## config.mk

```make
export PLATFORM = sky130hd
export DESIGN_NAME = frac_clk_div
export DESIGN_NICKNAME = d
export VERILOG_FILES = /design/src/rtl/frac_div_pkg.sv /design/src/rtl/frac_cfg_hold.sv /design/src/rtl/frac_phase_acc.sv /design/src/rtl/frac_out_stage.sv /design/src/rtl/frac_clk_div.sv
export SDC_FILE = /design/constraint.sdc
export NUM_CORES = 1
export LEC_CHECK = 0
export BUFFER_PORTS_ARGS = -buffer_cell sky130_fd_sc_hd__buf_2
export CORE_UTILIZATION = 50
export CTS_BUF_LIST = sky130_fd_sc_hd__clkbuf_16
export CTS_CLUSTER_DIAMETER = 30
export CTS_CLUSTER_SIZE = 10
export DETAILED_ROUTE_END_ITERATION = 8
export GPL_TIMING_DRIVEN = 0
export PLACE_DENSITY = 0.69
export SETUP_SLACK_MARGIN = 0.3
export SLEW_MARGIN = 20
export SYNTH_ARGS = -nofsm -noshare
export SYNTH_HDL_FRONTEND = slang
export SYNTH_SLANG_ARGS = --single-unit
```

## constraint.sdc

```tcl
create_clock -name clk -period 8.3 [get_ports clk]
set_clock_uncertainty 0.05 [all_clocks]
set_input_delay 0.415 -clock clk [delete_from_list [all_inputs] [get_ports clk]]
set_output_delay 0.415 -clock clk [all_outputs]
set_load 0.01 [all_outputs]
```

## src/rtl/frac_div_pkg.sv

```systemverilog
`timescale 1ns/1ps
package frac_div_pkg;

    typedef enum logic {
        OUT_PULSE   = 1'b0,
        OUT_STRETCH = 1'b1
    } out_mode_e;

    // Bit positions inside the packed configuration word
    function automatic int stretch_pos(int field_w);
        return 2 * field_w;
    endfunction

    function automatic int run_pos(int field_w);
        return 2 * field_w + 1;
    endfunction

endpackage

```

## src/rtl/frac_cfg_hold.sv

```systemverilog
`timescale 1ns/1ps
module frac_cfg_hold
    import frac_div_pkg::*;
#(
    parameter int FIELD_W = 8,
    localparam int CFG_W  = 2 * FIELD_W + 2
) (
    input  logic               clk,
    input  logic               rst,
    input  logic [CFG_W-1:0]   cfg_word,
    output logic               run_now,
    output logic [FIELD_W-1:0] add_q,
    output logic [FIELD_W-1:0] sub_q,
    output out_mode_e          mode_q
);
    localparam int RUN_BIT = run_pos(FIELD_W);
    localparam int STR_BIT = stretch_pos(FIELD_W);

    assign run_now = cfg_word[RUN_BIT];

    // Coefficients are only sampled while the divider is stopped
    always_ff @(posedge clk) begin
        if (rst) begin
            add_q  <= '0;
            sub_q  <= '0;
            mode_q <= OUT_PULSE;
        end else if (!run_now) begin
            add_q  <= cfg_word[FIELD_W-1:0];
            sub_q  <= cfg_word[2*FIELD_W-1:FIELD_W];
            mode_q <= cfg_word[STR_BIT] ? OUT_STRETCH : OUT_PULSE;
        end
    end
endmodule

```

## src/rtl/frac_phase_acc.sv

```systemverilog
`timescale 1ns/1ps
module frac_phase_acc #(
    parameter int FIELD_W = 8,
    localparam int ACC_W  = FIELD_W + 1
) (
    input  logic               clk,
    input  logic               rst,
    input  logic               run_now,
    input  logic [FIELD_W-1:0] add_q,
    input  logic [FIELD_W-1:0] sub_q,
    output logic               pulse,
    output logic [ACC_W-1:0]   acc_q,
    output logic [ACC_W-1:0]   acc_nxt,
    output logic [ACC_W-1:0]   m_tot
);
    localparam logic [ACC_W-1:0] FULL_SCALE = ACC_W'(1) << FIELD_W;

    logic [ACC_W-1:0] n_mag;
    logic [ACC_W:0]   trial;
    logic [ACC_W-1:0] with_add;
    logic             borrow;

    // Field is the low bits of a negative number; the sign is implied
    assign n_mag    = FULL_SCALE - {1'b0, sub_q};
    assign m_tot    = {1'b0, add_q} + n_mag;
    assign trial    = {1'b0, acc_q} - {1'b0, n_mag};
    assign borrow   = trial[ACC_W];
    assign with_add = acc_q + {1'b0, add_q};

    always_comb begin
        if (borrow) acc_nxt = with_add;
        else        acc_nxt = trial[ACC_W-1:0];
    end

    assign pulse = run_now & borrow;

    always_ff @(posedge clk) begin
        if (rst || !run_now) acc_q <= '0;
        else                 acc_q <= acc_nxt;
    end
endmodule

```

## src/rtl/frac_out_stage.sv

```systemverilog
`timescale 1ns/1ps
module frac_out_stage
    import frac_div_pkg::*;
#(
    parameter int FIELD_W = 8,
    localparam int ACC_W  = FIELD_W + 1
) (
    input  logic             clk,
    input  logic             rst,
    input  logic             run_now,
    input  out_mode_e        mode_q,
    input  logic             pulse,
    input  logic [ACC_W-1:0] acc_nxt,
    input  logic [ACC_W-1:0] m_tot,
    output logic             en_q,
    output logic             div_q
);
    logic [ACC_W-1:0] half_m;
    logic             upper_half;

    assign half_m     = m_tot >> 1;
    assign upper_half = (acc_nxt >= half_m);

    always_ff @(posedge clk) begin
        if (rst) begin
            en_q  <= 1'b0;
            div_q <= 1'b0;
        end else begin
            en_q <= pulse;
            if (mode_q == OUT_STRETCH) div_q <= run_now & upper_half;
            else                       div_q <= pulse;
        end
    end
endmodule

```

## src/rtl/frac_clk_div.sv

```systemverilog
`timescale 1ns/1ps
module frac_clk_div
    import frac_div_pkg::*;
#(
    parameter int FIELD_W = 8,
    localparam int CFG_W  = 2 * FIELD_W + 2
) (
    input  logic             clk,
    input  logic             rst,
    input  logic [CFG_W-1:0] cfg_word,
    output logic             clk_en,
    output logic             div_clk
);
    localparam int ACC_W = FIELD_W + 1;

    logic               run_now;
    logic [FIELD_W-1:0] add_q;
    logic [FIELD_W-1:0] sub_q;
    out_mode_e          mode_q;
    logic               pulse;
    logic [ACC_W-1:0]   acc_q;
    logic [ACC_W-1:0]   acc_nxt;
    logic [ACC_W-1:0]   m_tot;

    frac_cfg_hold #(.FIELD_W(FIELD_W)) u_cfg (
        .clk(clk), .rst(rst), .cfg_word(cfg_word),
        .run_now(run_now), .add_q(add_q), .sub_q(sub_q), .mode_q(mode_q)
    );

    frac_phase_acc #(.FIELD_W(FIELD_W)) u_acc (
        .clk(clk), .rst(rst), .run_now(run_now),
        .add_q(add_q), .sub_q(sub_q),
        .pulse(pulse), .acc_q(acc_q), .acc_nxt(acc_nxt), .m_tot(m_tot)
    );

    frac_out_stage #(.FIELD_W(FIELD_W)) u_out (
        .clk(clk), .rst(rst), .run_now(run_now), .mode_q(mode_q),
        .pulse(pulse), .acc_nxt(acc_nxt), .m_tot(m_tot),
        .en_q(clk_en), .div_q(div_clk)
    );
endmodule

```

==> impl_metrics.yaml, run 1 <==
run_status:
  outcome: "finished clean"
placed_design:
  io_buffers: 21
  dpl.cell_count: 343
  dp_hpwl_um: 4040
  place.gp.congestion: 0.821
  post-place-ws_ps: 4090
  post_dp_cell_area_mm2: 0.00253
layout:
  drive_gt1_frac: 0.133
  fin_nets: 352
  diodes: 0
  area_growth_syn_to_layout_pct: 10.4
  fin_util: 0.586
  fin_area_mm2: 0.00260
  fillers: 416
  final-instance-count-excl-fill: 346
grt:
  grt_pass1_vias: 1896
  grt_pass1_wl_um: 8430
  grt-ovfl-total: 0
  antenna_found_initial: 0
  grt_use_total: 0.213
  grt_max_degree: 15
floorplan:
  die_area_mm2: 0.00499
  io_pins: 22
  core_area_mm2: 0.00444
  die_h_um: 70.7
  initial_utilization: 0.530
  fp-row-count: 24
  dieWidth_um: 70.7
timing:
  tns_ps: 0
  slew-limit-headroom: 0.520
  postLayoutSetupSlackWorst_ps: 4060
  finalCritPeriodShare: 0.511
  layout_min_cycle_time_ps: 4240
  grt_setup_unrepaired: "false"
  timing.hold.ws_ps: 329
  drv_slew: 0
  hold_violations: 0
  setup_viol: 0
  worst_slew_pin_slew_ps: 720
  fmax_mhz: 236
routing:
  vias: 1935
  firstDrtPassIters: 4
  post_drt_wl_per_cell_um: 14.1
  detail-route-antenna-nets: 0
  drt_wl_total_um: 4880
  drc_errors: 0
  drtIter0Drc: 65
  vias_per_cell: 5.59
worst_setup_path:
  cp_cell_sequence: "inv_1, ha_1, nor3b_1, xnor2_1, inv_1, ha_1, o211ai_1, nand2_1, o21ai_4, o21ai_2, buf_6, mux2i_1, ha_1, nand2b_1, a211o_1, a21oi_1, o21ai_0, o21ai_0, a211oi_1"
  endpoint_kind: "flip-flop"
  critPathSlowestCell: "dfxtp_1"
  critPathArrivalTime_ps: 4310
  crit_fanout: 10
  path_class: "flip-flop to flip-flop"
  critPathRequiredTime_ps: 8380
  cp_common_cell: "ha_1"
  max_stage_delay_ps: 490
  crit_path_start_kind: "flip-flop"
yosys:
  synth_area_per_cell_um2: 8.73
  yosysUniqueCellTypes: 45
  syn_area_mm2: 0.00236
  synthesis.nets: 326
  synth.ff_latch_count: 28
  synth_edf_count: 0
  async_flop_share: 0
  synth.yosys.seq_area_share: 0.238
  synth_ff_type: "dfxtp_1"
  yosysWarningCount: 0
  syn_inst: 270
power:
  seqPwrFrac: 0.337
  p_total_mw: 0.447
  p_sw_frac: 0.340
  p_leak_nw: 1.23
  p_comb_frac: 0.418
  p_switching_mw: 0.152
  power.density_mw_per_mm2: 172
  p_clk_frac: 0.245
  ir_drop_mv: 0.113
  intPower_mw: 0.295
clock_network:
  cts_hold_buf: 0
  path_clk_slew_ps: 70
  postCtsSetupBuffers: 0
  insertion_delay_ps: 260
  cts_buffer_depth: 2
  cts-root-buf: "clkbuf_16"
  cts_buffers: 3
  cts_sinks: 28
  htreeDepth: 1
  cts_tree: "built"
  cts_resized: 0
hold_path:
  hold_path.class: "primary input to flip-flop"
flow_run:
  max_cap_viol_count: 0
-- power groups by stage --
stage	clock (mW)	sequential (mW)	combinational, mW
2_1_floorplan	0	0.152	0.148
3_3_place_gp	0	0.154	0.180
3_5_place_dp	0	0.154	0.185
4_1_cts	0.111	0.151	0.188
5_1_grt	0.116	0.152	0.210
6_report	0.110	0.151	0.187
-- metal layers --
layer / vias to the layer above / share of wire / track usage
met5: - / 0 / 0
met4: 0 / 0.020 / 0.0733
met3: 9 / 0.023 / 0.0228
met2: 34 / 0.48 / 0.381
met1: 889 / 0.48 / 0.267
li1: 1003 / - / -
-- path summary, 6_finish.rpt --
path | startpoint | to | slack, ps | depth (start not counted)
max | u_cfg.sub_q[0]$_SDFFE_PP0N_ | u_out.div_q$_SDFF_PP0_ | 4060 | 19
min reg2reg | u_cfg.mode_q$_SDFFE_PP0N_ | u_out.div_q$_SDFF_PP0_ | 460 | 2
max reg2reg | u_cfg.sub_q[0]$_SDFFE_PP0N_ | u_out.div_q$_SDFF_PP0_ | 4060 | 19
min | cfg_word[15] | u_cfg.sub_q[7]$_SDFFE_PP0N_ | 330 | 3
-- cell type report --
type,count,area (µm²),share of cell area
Buffer,6,31.3,0.0120
Clock buffer,3,75.1,0.0288
Inverter,22,82.6,0.0317
Multi-Input combinational cell,214,1680,0.647
Sequential cell,28,561,0.215
Tap cell,52,65.1,0.0250
Timing Repair Buffer,21,105,0.0404
-- cells by family after synthesis --
group | after synthesis | share of synthesized area
AOI/OAI and AO/OA | 55 | 0.145
buffers and inverters | 28 | 0.0483
adders and majority gates | 36 | 0.201
xor gates and xnor gates | 22 | 0.0817
DFF | 28 | 0.238
muxes | 25 | 0.112
and+or+nand+nor | 76 | 0.175
-- sequential cells by signal, summed over array words and instances, names as in the netlist --
signal,count
u_acc.acc_q,9
u_cfg.add_q,8
u_out.div_q,1
u_cfg.sub_q,8
u_out.en_q,1
u_cfg.mode_q,1
-- synthesized netlist by cell type, types with 3 or more instances --
master	number	area, µm²
ha_1	33	413
dfxtp_1	28	561
nor2_1	25	93.8
inv_1	22	82.6
mux2i_1	20	200
a21oi_1	18	90.1
o21ai_0	16	80.1
xnor2_1	15	131
nor3_1	9	45.0
nand2_1	8	30.0
nand2b_1	7	43.8
xor2_1	7	61.3
nor2b_1	6	37.5
nand3_1	5	25.0
o21a_1	5	37.5
fa_1	3	60.1
mux2_2	3	33.8
-- layout by cell type (no fill, tap or decap), types with 3 or more instances in the layout --
cell type / count
ha_1: 33
dfxtp_1: 28
nor2_1: 25
inv_1: 22
buf_2: 22
mux2i_1: 20
a21oi_1: 18
o21ai_0: 16
xnor2_1: 15
nor3_1: 9
nand2_1: 8
nand2b_1: 7
xor2_1: 7
nor2b_1: 6
o21a_1: 5
nand3_1: 5
mux2_2: 3
fa_1: 3
clkbuf_16: 3
-- critical path, delay by kind of cell, from the launching register on --
| kind | cells | cell delay, ps |
|---|---|---|
| compound gates | 8 | 1410 |
| flops | 1 | 490 |
| xor+xnor | 1 | 210 |
| simple gates | 3 | 420 |
| buf+inv | 3 | 400 |
| mux | 1 | 250 |
| fa+ha+maj | 3 | 890 |
Power figures use the tool's default switching activity.
==> run 2: changes to the inputs <==
- PLACE_DENSITY: 0.69 -> 0.72
- clock period: 8.3 -> 3.7 ns (I/O delays scaled with it)
==> run 2 against run 1 <==
- wire length is 7.6% higher
- final cell count is 2.9% higher
- clock power grew to 2.9 times the previous value
- sequential share of layout area fell by 1.9 points
- register-to-register slack lost 4000 ps
- sequential power increased by 130%
- worst setup slack lost 4000 ps
- sequential cell count unchanged
==> impl_metrics.yaml, run 2 (same netlist as run 1, synthesis figures left out) <==
power:
  p_leak_nw: 1.32
  power.density_mw_per_mm2: 404
  ir_drop_mv: 0.272
  p_total_mw: 1.17
clock_network:
  path_clk_slew_ps: 70
  cts_buffer_depth: 2
  htreeDepth: 1
  cts_hold_buf: 0
  cts_sinks: 28
  cts_tree: "built"
  cts-root-buf: "clkbuf_16"
  cts_buffers: 3
  insertion_delay_ps: 260
layout:
  final-instance-count-excl-fill: 356
  diodes: 0
  drive_gt1_frac: 0.247
  fillers: 365
  fin_nets: 361
  most-common-layout-cells: "nor2_1, ha_1, dfxtp_1, buf_2, inv_1"
  seqCellArea_um2: 568
  top_register: "u_acc.acc_q"
  reg_top3: "u_acc.acc_q (9), u_cfg.add_q (8), u_cfg.sub_q (8)"
  largest_reg_flops: 9
  area_growth_syn_to_layout_pct: 22.9
  multi_input_area_mm2: 0.00187
  fin_util: 0.652
placed_design:
  dpl.cell_count: 343
  place.gp.congestion: 0.778
  io_buffers: 21
  dp_hpwl_um: 4010
routing:
  drt_wl_total_um: 5250
  routed-wl-met2_um: 2630
  vias: 1999
  detail-route-antenna-nets: 0
  wl_met3_um: 77
  vias_per_cell: 5.62
  top_layer_used: "met4"
  post_drt_wl_per_cell_um: 14.8
  firstDrtPassIters: 6
  drtIter0Drc: 52
  drc_errors: 0
  wl_met1_um: 2470
worst_setup_path:
  crit_path_start_kind: "flip-flop"
  path_class: "flip-flop to flip-flop"
  endpoint_kind: "flip-flop"
  critPathArrivalTime_ps: 3690
  crit_fanout: 7
  critPathRequiredTime_ps: 3780
grt:
  grt-ovfl-total: 0
  antenna_found_initial: 0
  grt_max_degree: 17
  grt_pass1_wl_um: 8820
  grt_use_total: 0.222
  grt_pass1_vias: 1960
hold_path:
  hold_path.class: "primary input to flip-flop"
floorplan:
  io_pins: 22
  fp-row-count: 24
  die_h_um: 70.7
  die_area_mm2: 0.00499
  initial_utilization: 0.530
  core_area_mm2: 0.00444
  dieWidth_um: 70.7
timing:
  drv_slew: 0
  fmax_mhz: 276
  setup_viol: 0
  hold_violations: 0
  finalCritPeriodShare: 0.978
  slew-limit-headroom: 0.518
  worst_slew_pin_slew_ps: 723
  layout_min_cycle_time_ps: 3620
  grt_setup_unrepaired: "true"
  tns_ps: 0
flow_run:
  max_cap_viol_count: 0
run_status:
  outcome: "finished clean"
run 2: changes by cell type in the layout (fill, tap and decap cells not counted), moves of 2 or more:
cell,delta
nor3_4,+2
ha_4,+7
dfxtp_2,+3
dfxtp_1,-4
nor3_1,-3
buf_4,+9
o21ai_0,-2
ha_1,-8
inv_1,-2
run 2: layout make-up:
class | count | area share
clock inverters | 1 | 0.0104
multi-input cells | 214 | 0.644
well taps | 52 | 0.0225
flip-flops and latches | 28 | 0.196
inverters | 22 | 0.0294
clock buffers | 3 | 0.0259
repair buffers | 30 | 0.0596
plain buffers | 6 | 0.0121
run 2: worst max-delay path: stages, from the launching register on:
cell	delay, ps
dfxtp_2	360
nor3_4	220
nand2b_1	120
or4b_4	570
ha_4	300
nand2_1	80
o21ai_4	200
buf_8	160
mux2i_4	230
ha_1	250
nand2b_4	130
a211o_1	260
a21oi_2	210
o21ai_2	90
o21ai_1	140
a211oi_1	80
run 2: timing repair:
action	in CTS	in global routing
gates resized for setup	19	8
pin swaps	15	9
endpoints found under the setup margin	1	1
setup buffers	6	3
endpoints found under the hold margin	0	0
run 2: per-layer routing:
metal	vias up	GRT usage
met1	952	0.285
met5	-	0
met2	22	0.397
met3	7	0.0228
li1	1018	-
met4	0	0.0644
run 2: final timing paths:
path / from / to / slack, ps / depth (start not counted)
worst max-delay path: u_cfg.sub_q[3]$_SDFFE_PP0N_ / u_out.div_q$_SDFF_PP0_ / 80 / 15
worst min-delay path: cfg_word[2] / u_cfg.add_q[2]$_SDFFE_PP0N_ / 100 / 3
worst max register to register: u_cfg.sub_q[3]$_SDFFE_PP0N_ / u_out.div_q$_SDFF_PP0_ / 80 / 15
worst min register to register: u_cfg.mode_q$_SDFFE_PP0N_ / u_out.div_q$_SDFF_PP0_ / 480 / 2
run 2: power breakdown:
part / internal [mW] / switching [mW]
logic: 0.249 / 0.257
clock network: 0.216 / 0.107
registers: 0.320 / 0.0211
total: 0.785 / 0.385
run 2: through the flow:
step / cell area [µm²] / setup slack, ps / hold slack [ps]
after CTS: 2810 / 125 / 97.2
final: 2900 / 82.6 / 98.4
after detailed placement: 2580 / -261 / 373
after global placement: 2580 / -175 / 365
after floorplan: 2410 / 306 / 279
after global routing: 2900 / -110 / 113
==> run 3: changes to the inputs <==
- ABC_AREA: default -> 1
==> run 3 against run 2 <==
- cell area up 3.9%
- total power up 6.2%
- final cell count up 27%
- die area up 4.2%
- register-to-register slack better by 150 ps
- largest power group unchanged
- sequential power up 3%
- critical endpoint unchanged
- wire length up 11%
- synthesized cell count up 30%
- highest routed layer unchanged
- clock power down 24%
- critical path depth up 9
- largest cell class unchanged
- utilization down 1.5 points
==> impl_metrics.yaml, run 3 <==
grt:
  grt_use_total: 0.236
  grt-ovfl-total: 0
  grt_pass1_wl_um: 9550
  antenna_found_initial: 0
  grt_max_degree: 15
  grt_pass1_vias: 2164
timing:
  setup_viol: 0
  layout_min_cycle_time_ps: 3470
  finalCritPeriodShare: 0.938
  hold_violations: 0
  slew-limit-headroom: 0.672
  drv_slew: 0
  worst_slew_pin_slew_ps: 490
  grt_setup_unrepaired: "true"
  tns_ps: 0
  fmax_mhz: 288
worst_setup_path:
  max_stage_delay_ps: 370
  cp_common_cell: "nand2_1"
  crit_fanout: 10
  crit_path_start_kind: "flip-flop"
  critPathArrivalTime_ps: 3570
  cp_cell_sequence: "nor3_4, nand3_2, nor3_4, xor2_2, ha_4, nand2_4, inv_2, a21oi_4, nand2_2, nor2_4, buf_6, nand2_1, nand2_1, ha_1, nand2_2, nor2_1, nand2_1, nand3_1, nand2_1, nand2_1, nand2_1, nand3_1, o21ai_2, a21oi_1"
  critPathRequiredTime_ps: 3800
  endpoint_kind: "flip-flop"
  path_class: "flip-flop to flip-flop"
  critPathSlowestCell: "dfxtp_4"
placed_design:
  dp_hpwl_um: 4480
  place.gp.congestion: 0.822
  io_buffers: 20
yosys:
  async_flop_share: 0
  synth.yosys.seq_area_share: 0.228
  synth.ff_latch_count: 28
  synthesis.nets: 406
  yosysWarningCount: 0
  synth_edf_count: 0
  yosys.area.top_type: "dfxtp_1"
  syn_area_mm2: 0.00246
  synth_ff_type: "dfxtp_1"
  synth_area_leaders: "dfxtp_1, ha_1, nand2_1, inv_1, a21oi_1"
  synth_area_per_cell_um2: 7.03
  yosysMostFrequentCell: "nand2_1"
  syn_inst: 350
  synth_top_area_frac: 0.228
  synth_commonest_cells: "nand2_1, inv_1, a21oi_1, ha_1, dfxtp_1"
  yosysUniqueCellTypes: 33
routing:
  detail-route-antenna-nets: 0
  firstDrtPassIters: 6
  vias: 2261
  drc_errors: 0
  drtIter0Drc: 62
  drt_wl_total_um: 5810
  post_drt_wl_per_cell_um: 12.8
  vias_per_cell: 4.99
clock_network:
  cts_sinks: 28
  cts-root-buf: "clkbuf_16"
  cts_tree: "built"
  cts_hold_buf: 0
  path_clk_slew_ps: 70
  htreeDepth: 1
  cts_buffer_depth: 2
  cts_buffers: 3
  insertion_delay_ps: 260
run_status:
  outcome: "finished clean"
layout:
  fin_nets: 444
  area_growth_syn_to_layout_pct: 22.3
  final_common_cell: "nand2_1"
  seqCellArea_um2: 566
  most-common-layout-cells: "nand2_1, inv_1, a21oi_1, ha_1, dfxtp_1"
  largest_reg_flops: 9
  multi_input_area_mm2: 0.00183
  drive_gt1_frac: 0.231
  fillers: 437
  top_register: "u_acc.acc_q"
  diodes: 0
  reg_top3: "u_acc.acc_q (9), u_cfg.add_q (8), u_cfg.sub_q (8)"
power:
  ir_drop_mv: 0.253
  p_total_mw: 1.24
  p_leak_nw: 1.51
  power.density_mw_per_mm2: 413
floorplan:
  die_h_um: 72.1
  fp-row-count: 25
  io_pins: 22
  core_area_mm2: 0.00472
  dieWidth_um: 72.1
  initial_utilization: 0.521
  die_area_mm2: 0.00520
hold_path:
  hold_path.class: "primary input to flip-flop"
flow_run:
  max_cap_viol_count: 0
==> run 3: metrics by stage <==
step	cells	hold slack, ps	util	setup WS, ps	area, µm²
after floorplan	350	204	-	481	2460
after global placement	437	324	0.560	-121	2640
after detailed placement	437	330	0.560	-182	2640
after CTS	449	51.0	0.614	171	2900
after global routing	453	53.0	0.637	-8.44	3010
final	453	54.7	0.637	231	3010
==> run 3: routing by layer <==
layer | GRT usage | share of wire | vias to the layer above
li1 | - | - | 1207
met1 | 0.291 | 0.47 | 1025
met2 | 0.447 | 0.51 | 24
met3 | 0.0208 | 0.013 | 5
met4 | 0.0458 | 0.0083 | 0
met5 | 0 | 0 | -
==> run 3: critical path, delay by kind of cell (launching register included) <==
kind                     cells  cell delay (ps)
AND/OR/NAND/NOR             16             1540
adder cells (fa/ha/maj)      2              510
AO/OA/AOI/OAI                3              380
flip-flops                   1              370
XOR/XNOR                     1              270
buffers and inverters        2              220
==> run 3: final cells by class <==
type / instances / area share
buffer: 6 / 0.0125
clock buffer: 3 / 0.0249
inverter: 56 / 0.0703
multi-input combinational: 260 / 0.607
sequential: 28 / 0.188
tap: 67 / 0.0279
timing repair buffer: 33 / 0.0699
==> run 3: repair_timing <==
| action | CTS | global route |
|---|---|---|
| pin swaps | 12 | 12 |
| resized for setup | 24 | 13 |
| buffers inserted | 9 | 4 |
| endpoints found under the setup margin | 1 | 1 |
==> run 3: power breakdown <==
group | leakage, nW | internal [mW] | switching, mW
logic | 1.24 | 0.277 | 0.372
registers | 0.232 | 0.325 | 0.0245
clock network | 0.0370 | 0.143 | 0.100
==> run 3: final timing paths <==
kind / endpoint / depth (start not counted) / start / slack (ps)
min: u_cfg.mode_q$_SDFFE_PP0N_ / 2 / rst / 50
min reg2reg: u_cfg.mode_q$_SDFFE_PP0N_ / 2 / u_cfg.mode_q$_SDFFE_PP0N_ / 450
max: u_out.div_q$_SDFF_PP0_ / 24 / u_cfg.sub_q[0]$_SDFFE_PP0N_ / 230
max reg2reg: u_out.div_q$_SDFF_PP0_ / 24 / u_cfg.sub_q[0]$_SDFFE_PP0N_ / 230
==> run 3: cell families after synthesis <==
logic type | after synthesis | synth area share
and+or+nand+nor | 132 | 0.232
AOI/OAI and AO/OA | 70 | 0.168
buffers and inverters | 62 | 0.101
adders and majority gates | 36 | 0.192
DFF | 28 | 0.228
xor gates and xnor gates | 22 | 0.0783
